**src/rtl/tx_pad_fcs_pkg.sv**
```systemverilog
package tx_pad_fcs_pkg;

  typedef enum logic [1:0] {
    ST_DATA = 2'd0,
    ST_PAD  = 2'd1,
    ST_FCS  = 2'd2
  } tx_state_e;

  localparam logic [31:0] CRC_POLY_REFL = 32'hEDB88320;

  // One byte through the reflected CRC-32, bit by bit.
  function automatic logic [31:0] crc32_step(input logic [31:0] crc, input logic [7:0] b);
    logic [31:0] c;
    c = crc ^ {24'h0, b};
    for (int i = 0; i < 8; i++) begin
      c = c[0] ? ((c >> 1) ^ CRC_POLY_REFL) : (c >> 1);
    end
    return c;
  endfunction

endpackage

```
**src/rtl/tx_crc32_acc.sv**
```systemverilog
module tx_crc32_acc
  import tx_pad_fcs_pkg::*;
(
  input  logic        clk,
  input  logic        rst,
  input  logic        clr,
  input  logic        en,
  input  logic [7:0]  din,
  output logic [31:0] crc_q
);

  always_ff @(posedge clk) begin
    if (rst || clr) crc_q <= '1;
    else if (en)    crc_q <= crc32_step(crc_q, din);
  end

  // a new frame always starts from the all-ones seed
  a_r6_seed: assert property (@(posedge clk) disable iff (rst) clr |=> (crc_q == 32'hFFFF_FFFF));

endmodule

```
**src/rtl/tx_len_counter.sv**
```systemverilog
module tx_len_counter #(
  parameter int MIN_LEN = 60,
  localparam int CNT_W  = $clog2(MIN_LEN + 1)
) (
  input  logic             clk,
  input  logic             rst,
  input  logic             clr,
  input  logic             inc,
  output logic [CNT_W-1:0] cnt_q
);

  localparam logic [CNT_W-1:0] CNT_MAX = CNT_W'(MIN_LEN);

  always_ff @(posedge clk) begin
    if (rst || clr)                cnt_q <= '0;
    else if (inc && cnt_q != CNT_MAX) cnt_q <= cnt_q + 1'b1;
  end

  // the counter never wraps past the minimum length
  a_r9_cnt_sat: assert property (@(posedge clk) disable iff (rst) cnt_q <= CNT_MAX);

endmodule

```
**src/rtl/tx_pad_fcs.sv**
```systemverilog
module tx_pad_fcs
  import tx_pad_fcs_pkg::*;
#(
  parameter int MIN_DATA = 60
) (
  input  logic       clk,
  input  logic       rst,
  input  logic       in_valid,
  output logic       in_ready,
  input  logic [7:0] in_data,
  input  logic       in_last,
  input  logic       pad_en,
  input  logic       fcs_off,
  output logic       out_valid,
  input  logic       out_ready,
  output logic [7:0] out_data,
  output logic       out_last
);

  localparam int CNT_W     = $clog2(MIN_DATA + 1);
  localparam int FCS_BYTES = 4;
  localparam logic [CNT_W-1:0] LAST_SHORT = CNT_W'(MIN_DATA - 1);
  localparam logic [1:0]       FCS_END    = 2'(FCS_BYTES - 1);

  tx_state_e        state_q;
  logic [1:0]       fcs_idx;
  logic [CNT_W-1:0] cnt_q;
  logic [31:0]      crc_q;
  logic             adv, take, pad_step, fcs_step;
  logic             frame_open_end, frame_fcs_end;
  logic             want_pad, want_fcs;
  logic [7:0]       fcs_byte;

  assign adv      = !out_valid || out_ready;
  assign in_ready = (state_q == ST_DATA) && adv;
  assign take     = in_valid && in_ready;
  assign pad_step = (state_q == ST_PAD) && adv;
  assign fcs_step = (state_q == ST_FCS) && adv;

  // per-frame decision, taken only on the last input beat
  assign want_pad = pad_en && (cnt_q < LAST_SHORT);
  assign want_fcs = pad_en || !fcs_off;

  assign frame_open_end = take && in_last && !want_fcs;
  assign frame_fcs_end  = fcs_step && (fcs_idx == FCS_END);

  assign fcs_byte = ~crc_q[8*fcs_idx +: 8];

  tx_crc32_acc u_crc (
    .clk   (clk),
    .rst   (rst),
    .clr   (frame_open_end || frame_fcs_end),
    .en    (take || pad_step),
    .din   (pad_step ? 8'h00 : in_data),
    .crc_q (crc_q)
  );

  tx_len_counter #(.MIN_LEN(MIN_DATA)) u_len (
    .clk   (clk),
    .rst   (rst),
    .clr   (frame_open_end || frame_fcs_end),
    .inc   (take || pad_step),
    .cnt_q (cnt_q)
  );

  always_ff @(posedge clk) begin
    if (rst) begin
      state_q   <= ST_DATA;
      fcs_idx   <= '0;
      out_valid <= 1'b0;
      out_data  <= '0;
      out_last  <= 1'b0;
    end else if (adv) begin
      unique case (state_q)
        ST_DATA: begin
          out_valid <= take;
          out_last  <= 1'b0;
          if (take) begin
            out_data <= in_data;
            if (in_last) begin
              if (want_pad)      state_q <= ST_PAD;
              else if (want_fcs) state_q <= ST_FCS;
              else               out_last <= 1'b1;
            end
          end
        end
        ST_PAD: begin
          out_valid <= 1'b1;
          out_data  <= 8'h00;
          out_last  <= 1'b0;
          if (cnt_q == LAST_SHORT) state_q <= ST_FCS;
        end
        ST_FCS: begin
          out_valid <= 1'b1;
          out_data  <= fcs_byte;
          out_last  <= (fcs_idx == FCS_END);
          fcs_idx   <= fcs_idx + 1'b1;
          if (fcs_idx == FCS_END) state_q <= ST_DATA;
        end
        default: state_q <= ST_DATA;
      endcase
    end
  end

  // a stalled output byte holds its value and flags
  a_r11_hold: assert property (@(posedge clk) disable iff (rst)
    (out_valid && !out_ready) |=> (out_valid && $stable(out_data) && $stable(out_last)));

  // each pad step emits a zero byte that does not end the frame
  a_r3_pad_zero: assert property (@(posedge clk) disable iff (rst)
    pad_step |=> (out_valid && out_data == 8'h00 && !out_last));

  // padding always leads into check-byte generation
  a_r5_pad_to_fcs: assert property (@(posedge clk) disable iff (rst)
    pad_step |=> (state_q == ST_PAD || state_q == ST_FCS));

  // only the fourth check byte may close the frame
  a_r10_fcs_last: assert property (@(posedge clk) disable iff (rst)
    (fcs_step && fcs_idx != FCS_END) |=> !out_last);

endmodule

```
**config.mk**
```make
export PLATFORM = sky130hd
export DESIGN_NAME = tx_pad_fcs
export DESIGN_NICKNAME = d
export VERILOG_FILES = /design/src/rtl/tx_pad_fcs_pkg.sv /design/src/rtl/tx_crc32_acc.sv /design/src/rtl/tx_len_counter.sv /design/src/rtl/tx_pad_fcs.sv
export SDC_FILE = /design/constraint.sdc
export NUM_CORES = 1
export LEC_CHECK = 0
export BUFFER_PORTS_ARGS = -buffer_cell sky130_fd_sc_hd__buf_2
export CORE_AREA = 10 10 89 91
export DETAILED_ROUTE_END_ITERATION = 8
export DIE_AREA = 0 0 99 101
export GPL_TIMING_DRIVEN = 0
export PLACE_DENSITY = 0.81
export SYNTH_ARGS = -nofsm -noshare
export SYNTH_HDL_FRONTEND = slang
export SYNTH_SLANG_ARGS = --single-unit
export TNS_END_PERCENT = 5
```
**constraint.sdc**
```tcl
create_clock -name clk -period 2 [get_ports clk]
set_input_delay 0 -clock clk [delete_from_list [all_inputs] [get_ports clk]]
set_output_delay 0 -clock clk [all_outputs]
set_load 0.01 [all_outputs]
```
==> metrics, run 1 <==
HP Class in -> reg; Top Layer Used met4; register bit total from synthesis 52; Mapped Cells 339; Synth top cells by count dfxtp_1 (52), xnor2_1 (35), nand2_1 (34); Post-synth top flop dfxtp_1; CTS Root Cell clkbuf_8; Post-synth EDFFs 0; ANT nets after route 0; vias in the first global route 2,697; Final setup violation count 20; worst hold slack 0.0624 ns; Max Freq ~470 MHz; DRT iter0 DRCs approximately 230; largest net degree at the start of global routing 16; CTS tree built; sw frac 0.439; slowest CP cell dfxtp_2; DR WL met3 a little over 700 µm; ratio of cells with drive above 1 in the final layout 0.272; die area about 10000 µm²; critical path fanouts, max 7; Die Y 101 µm; post-synth top area share 0.318; largest stage delay on the critical path 0.36 ns; Setup WS pre-CTS -0.423 ns; Final Hold Viols 0; Clk Latency, worst-skew pair about 0.32 ns; Routed WL 8530 µm; failing checks setup timing; via density per instance 5.83; LEAKAGE 1.63 nW; Mapped Area 3280 µm²; met1 wire length around 3300 µm; Seq pwr share 0.204; combinational power share 0.713; # rows 29; Arr. time, crit path approximately 2.3 ns; RSZ-0062 raised after global routing true; Placement Cell Area 3550 µm²; clock sinks 52; proportion of synthesized chip area in sequential cells 0.318; CP cell instances inv_2 -> ha_4 -> buf_12 -> a21oi_4 -> xnor2_4 -> buf_6 -> xor2_2 -> xnor2_1 -> xnor2_1 -> o211ai_1; Core ar. 6200 µm²; largest cells by area after synthesis dfxtp_1 (32%), xnor2_1 (9.4%), xor2_1 (7.8%), xnor2_2 (6.5%), mux4_2 (5.5%); H-tree level count 2; Vias 2,717; most used cell, CP xnor2_1; First-pass DRT Iterations 8; Routed WL per cell 18.3 µm; met2 wire length 4150 µm; mux contribution to synthesized area 0.0672; post-synthesis adder-cell area fraction 0.0306; crit share post-route 1.07; design area 4010 µm²; Layout area overhead 22.5%; status finished with violations; first-pass GRT wire length ~14,000 µm; Req. time, crit path about 2.2 ns; Async SR Flop Fraction 0; grt total ovfl 0; largest family of logic cells by synthesized area XOR/XNOR gates; Slew headroom 0.594; Post-Synth XOR/XNOR Area 0.289; cts bufs inserted 5; Slew @ Worst Pin 0.609 ns; Synth Area in Compound Gates 0.160; Unique masters post-synth 37; DR DRC count 0; clock skew approximately 0.019 ns; Buf/Inv on CP 3; port bufs 24; sw power between 3 and 4 mW; Startpoint Class flip-flop; Post-Synth Simple-Gate Area 0.0917; chip width 99 µm; Peak VDD IR 895 µV; num ports 26; CP Capture Type flip-flop; Warnings, synthesis 0; crit path time final 2.14 ns; most frequent cell after synthesis dfxtp_1; initial core utilization 0.528; antenna violations before repair 0; fin. max-slew vios 0; Layout Nets 411; GPL Wtd Cong 0.912; setup slack after layout -0.140 ns; syn nets 362; critical path class reg -> reg; fin util 0.647; ANT cells 0; GRT Total Usage 0.170; area leader, netlist dfxtp_1; Max Cap Violations 0; Int Power between 4 and 5 mW; dpl hpwl 5510 µm; CP top delay family XOR/XNOR gates; clock-pin slew on the worst setup and hold paths 0.11 ns; Power Density approximately 2200 nW/µm²; worst-case clock buffer depth 2; syn_area_per_cell 9.66 µm²; Clk pwr share 0.083
-- registers in the layout (all words and copies together), names as in the netlist --
name and cells:
u_len.cnt_q 6, fcs_idx 2, state_q 2, out_data 8
u_crc.crc_q 32, out_valid 1, out_last 1
-- worst paths after layout --
path / startpoint / to / slack (ns) / cells after the start
max reg2reg: state_q[1] / u_crc.crc_q[18] / -0.14 / 10
max: state_q[1] / u_crc.crc_q[18] / -0.14 / 10
min: rst / fcs_idx[1] / 0.06 / 2
min reg2reg: out_last / out_last / 0.51 / 2
-- layout make-up --
class	instances	area [µm²]
Timing Repair Buffer	42	272
Sequential cell	52	1040
Clock inverter	2	35.0
Multi-Input combinational cell	254	2320
Clock buffer	6	72.6
Tap cell	77	96.3
Inverter	15	56.3
Fill cell	432	2190
Buffer	18	113
-- cell usage in the layout, fill, tap and decap left out, types with 5 or more instances in the layout --
| cell | synthesis | routed |
|---|---|---|
| nand2_1 | 34 | 34 |
| inv_1 | 15 | 14 |
| clkbuf_1 | 13 | 6 |
| a21oi_1 | 16 | 12 |
| clkbuf_2 | 0 | 6 |
| xor2_1 | 29 | 25 |
| a21oi_4 | 1 | 7 |
| ha_1 | 8 | 7 |
| dfxtp_1 | 52 | 49 |
| buf_4 | 1 | 16 |
| o21ai_0 | 15 | 13 |
| xnor2_4 | 3 | 12 |
| clkbuf_8 | 0 | 5 |
| nor2_1 | 24 | 24 |
| xnor2_1 | 35 | 33 |
| xnor2_2 | 13 | 6 |
| o221ai_1 | 8 | 8 |
| buf_2 | 0 | 26 |
| o211ai_1 | 23 | 23 |
| mux4_2 | 8 | 8 |
-- stage by stage --
stage / total power, mW / setup TNS [ns] / std cells
3_5_place_dp: 7.00 / -10.79 / 440
6_report: 8.83 / -1.23 / 466
3_3_place_gp: 6.85 / -9.62 / 440
2_1_floorplan: 6.04 / 0 / 339
5_1_grt: 9.40 / -3.78 / 466
4_1_cts: 8.46 / -0.616 / 464
-- kinds of logic after synthesis --
| group | Yosys count |
|---|---|
| flip-flops | 52 |
| adder cells (fa/ha/maj) | 8 |
| AND/OR/NAND/NOR | 72 |
| buffers and inverters | 33 |
| XOR/XNOR | 84 |
| AO/OA/AOI/OAI | 78 |
| multiplexers | 12 |
-- power by group through the flow --
stage | Sequential, mW | Combinational, mW | Clock (mW)
4_1_cts | 1.78 | 5.94 | 0.735
3_3_place_gp | 1.77 | 5.08 | 0
5_1_grt | 1.84 | 6.80 | 0.761
3_5_place_dp | 1.79 | 5.21 | 0
6_report | 1.80 | 6.30 | 0.736
2_1_floorplan | 1.75 | 4.29 | 0
-- per-layer routing --
metal  up-vias  global-route usage
met2       135               0.287
met4         0              0.0816
met1      1285               0.194
met5         -                   0
li1       1262                   -
met3        35              0.0494
-- what timing repair did --
action	4_1_cts	5_1_grt
buffers inserted	16	2
pin swaps	11	2
endpoints found under the setup margin	44	34
hold buffers	0	0
gates resized for setup	26	13
No activity file was read; power rests on OpenSTA's default activity.
==> run 2, diff against run 1 <==
SYNTH_HIERARCHICAL = 1   (was unset)
==> metrics, run 2 <==
syn_area_per_cell 9.28 µm² (-4.0%); Max Freq 438 MHz (-6.3%); clock skew 0.00815 ns (-0.0104 ns); Warnings, synthesis 6 (+6); Routed WL per cell 21.2 µm (+16%); largest stage delay on the critical path 0.35 ns (about the same); # rows 29 (unchanged); Unique masters post-synth 58 (+57%); status finished with violations; Post-CTS Hold Buffers 0 (unchanged); Post-Layout Cell Count 488 (+4.7%); CP Capture Type flip-flop; clock-pin slew on the worst setup and hold paths 0.10 ns (about the same); initial core utilization 0.528 (about the same); port bufs 25 (+4.2%); Die Y 101 µm (unchanged); Peak VDD IR 1160 µV (+29%); vias in the first global route 2,835 (+5.1%); H-tree level count 2 (unchanged); Largest regs u_crc/crc_q x32, out_data x8, u_len/cnt_q x6; placed insts 455 (+3.4%); most frequent cells in the layout dfxtp_1 (49), nor2_1 (42), buf_2 (30); ratio of cells with drive above 1 in the final layout 0.331 (+0.0584); grt total ovfl 0 (unchanged); most frequent cell after synthesis dfxtp_1; Post-synth top flop dfxtp_1; register bit total from synthesis 52 (unchanged); via density per instance 6.24 (+6.9%); First-pass DRT Iterations 6 (-2); Slew @ Worst Pin 0.634 ns (+0.0247 ns); Layout Nets 433 (+5.4%); critical path fanouts, max 5 (-2); LEAKAGE 1.72 nW (+5.1%); largest cells by area after synthesis dfxtp_1 (32%), xnor2_1 (9.6%), mux4_2 (5.5%), xor2_1 (5.1%), nor2_1 (4.9%); fin. max-slew vios 0 (unchanged); Vias 3,043 (+12%); CTS tree built; WHS Path Cells 4 (+2); combinational power share 0.721 (+0.008); most common cell after layout, fill and taps aside dfxtp_1; Synth top cells by count dfxtp_1 (52), nor2_1 (43), xnor2_1 (36); Seq pwr share 0.197 (-0.007); Async SR Flop Fraction 0 (unchanged); HP Class in -> reg; Top Layer Used met4; largest net degree at the start of global routing 16 (unchanged); met1 wire length 4010 µm (+21%); capturing point of the worst reg2reg path u_crc/crc_q[25]; antenna violations before repair 0 (unchanged); ANT nets after route 0 (unchanged); hold path start out_ready; Pwr Total 8.82 mW (-0.15%); Layout area overhead 28.8%; DR DRC count 0 (unchanged); num ports 26 (unchanged); Clk Latency, worst-skew pair 0.31 ns (about the same); Core ar. 6200 µm² (unchanged); syn nets 376 (+3.9%); Buf/Inv on CP 3 (unchanged); DR WL met3 946 µm (+34%); Final setup violation count 29 (+45%); ANT cells 0 (unchanged); post-synth top area share 0.318 (about the same); sw power 3.94 mW (+1.5%); Final Hold Viols 0 (unchanged); met2 wire length 4950 µm (+19%); Power Density 2090 nW/µm² (-5.0%); CP cell instances or2b_4 -> buf_8 -> buf_4 -> a21oi_4 -> xnor2_4 -> buf_6 -> xor3_4 -> xor2_1 -> nor2_1 -> o21ai_0; Total Neg Setup Slack -5.63 ns (-4.40 ns); critical path class reg -> reg; hold path endpoint out_valid; setup slack after layout -0.284 ns (-0.144 ns); first-pass GRT wire length 14,800 µm (+8.0%); area leader, netlist dfxtp_1; Slew headroom 0.578 (-0.0165); worst-case clock buffer depth 2 (unchanged); Mapped Area 3270 µm² (about the same); Clk pwr share 0.082 (about the same); CP top delay family XOR/XNOR gates; r2r startpoint out_valid; sw frac 0.446 (+0.00725); dpl hpwl 5670 µm (+2.8%); Routed WL 10,300 µm (+21%); die area 10000 µm² (unchanged); RSZ-0062 raised after global routing true; GRT Total Usage 0.183 (+0.0130); fill count 401 (-7.2%); failing checks setup timing; slowest CP cell xor3_4; reg-to-reg slack, setup -0.28 ns (-0.14 ns); DRT iter0 DRCs 339 (+49%); Mapped Cells 353 (+4.1%); Startpoint Class flip-flop; CTS Root Cell clkbuf_8; Int Power 4.88 mW (-1.4%); crit path time final 2.28 ns (+0.144 ns); R2R cell count 10 (unchanged); GPL Wtd Cong 0.834 (-8.5%); crit share post-route 1.14 (+0.0721); Max Cap Violations 0 (unchanged); cts bufs inserted 5 (unchanged); worst hold slack 0.0411 ns (-0.0213 ns); Req. time, crit path 2.20 ns (about the same); Post-synth EDFFs 0 (unchanged); max reg flops 32 (unchanged); clock sinks 52 (unchanged); most flop-heavy register u_crc/crc_q; Arr. time, crit path 2.48 ns (+0.15 ns); proportion of synthesized chip area in sequential cells 0.318 (about the same); chip width 99 µm (unchanged)
-- run 2: cell types whose count changed in the layout (fill, tap and decap cells not counted), sizes merged, moves of 6 or more --
cell,change
o22ai,+8
xnor2,-6
buf,+9
nor2,+19
o211ai,-9
nand2,-8
o221ai,-8
a21oi,-10
xor2,-9
-- run 2: timing repair --
item / 4_1_cts / 5_1_grt
gates resized for setup: 34 / 27
setup buffers: 21 / 3
endpoints found under the setup margin: 36 / 38
cloned: 2 / 0
pin swaps: 14 / 7
-- run 2: how the worst max path moves through the flow --
stage	start	cells past startpoint	slack, ns	end
finish	out_valid	10	-0.28	u_crc/crc_q[25]
global route	out_valid	10	-0.33	u_crc/crc_q[25]
CTS	out_valid	8	-0.27	u_crc/crc_q[21]
detailed placement	state_q[0]	10	-0.59	u_crc/crc_q[21]
global placement	state_q[0]	8	-0.56	u_crc/crc_q[23]
floorplan	out_valid	8	-0.21	u_crc/crc_q[21]
-- run 2: metal layers --
layer,GRT usage,vias to the layer above
met4,0.0871,0
li1,-,1348
met1,0.222,1444
met5,0,-
met2,0.305,202
met3,0.0364,49
-- run 2: area by class of cell --
| class | instances | area, µm² | area share |
|---|---|---|---|
| multi-input combinational | 268 | 2460 | 0.583 |
| sequential | 52 | 1040 | 0.248 |
| timing repair buffer | 50 | 340 | 0.0807 |
| buffer | 16 | 105 | 0.0249 |
| tap | 77 | 96.3 | 0.0228 |
| clock buffer | 6 | 72.6 | 0.0172 |
| inverter | 17 | 63.8 | 0.0151 |
| clock inverter | 2 | 35.0 | 0.00831 |
-- run 2: logic make-up (layout without fill, tap and decap cells) --
kind of cell	count (synthesis)	count (layout)	synth area share
and+or+nand+nor	99	99	0.147
muxes	16	16	0.0795
AOI/OAI and AO/OA	76	76	0.154
adders and majority gates	8	8	0.0306
buffers and inverters	33	91	0.0405
xor gates and xnor gates	69	69	0.231
DFF	52	52	0.318
-- run 2: tightest hold or removal path, stage by stage --
cell	delay (ns)
buf_2	0.12
nand2b_1	0.06
a2bb2oi_1	0.06
nor2_1	0.08
-- run 2: power groups by stage --
stage,Combinational [mW],Sequential (mW),Clock [mW]
after floorplan,4.02,1.66,0
after global placement,4.71,1.69,0
after detailed placement,4.84,1.71,0
after CTS,5.64,1.71,0.737
after global routing,6.68,1.78,0.777
final,6.36,1.74,0.723
-- run 2: metrics by stage --
stage / cell area (µm²) / utilization / worst slack (ns)
6_report: 4220 / 0.680 / -0.284
3_3_place_gp: 3650 / 0.588 / -0.559
4_1_cts: 4090 / 0.659 / -0.274
3_5_place_dp: 3650 / 0.588 / -0.593
5_1_grt: 4220 / 0.680 / -0.327
2_1_floorplan: 3420 / - / -0.206
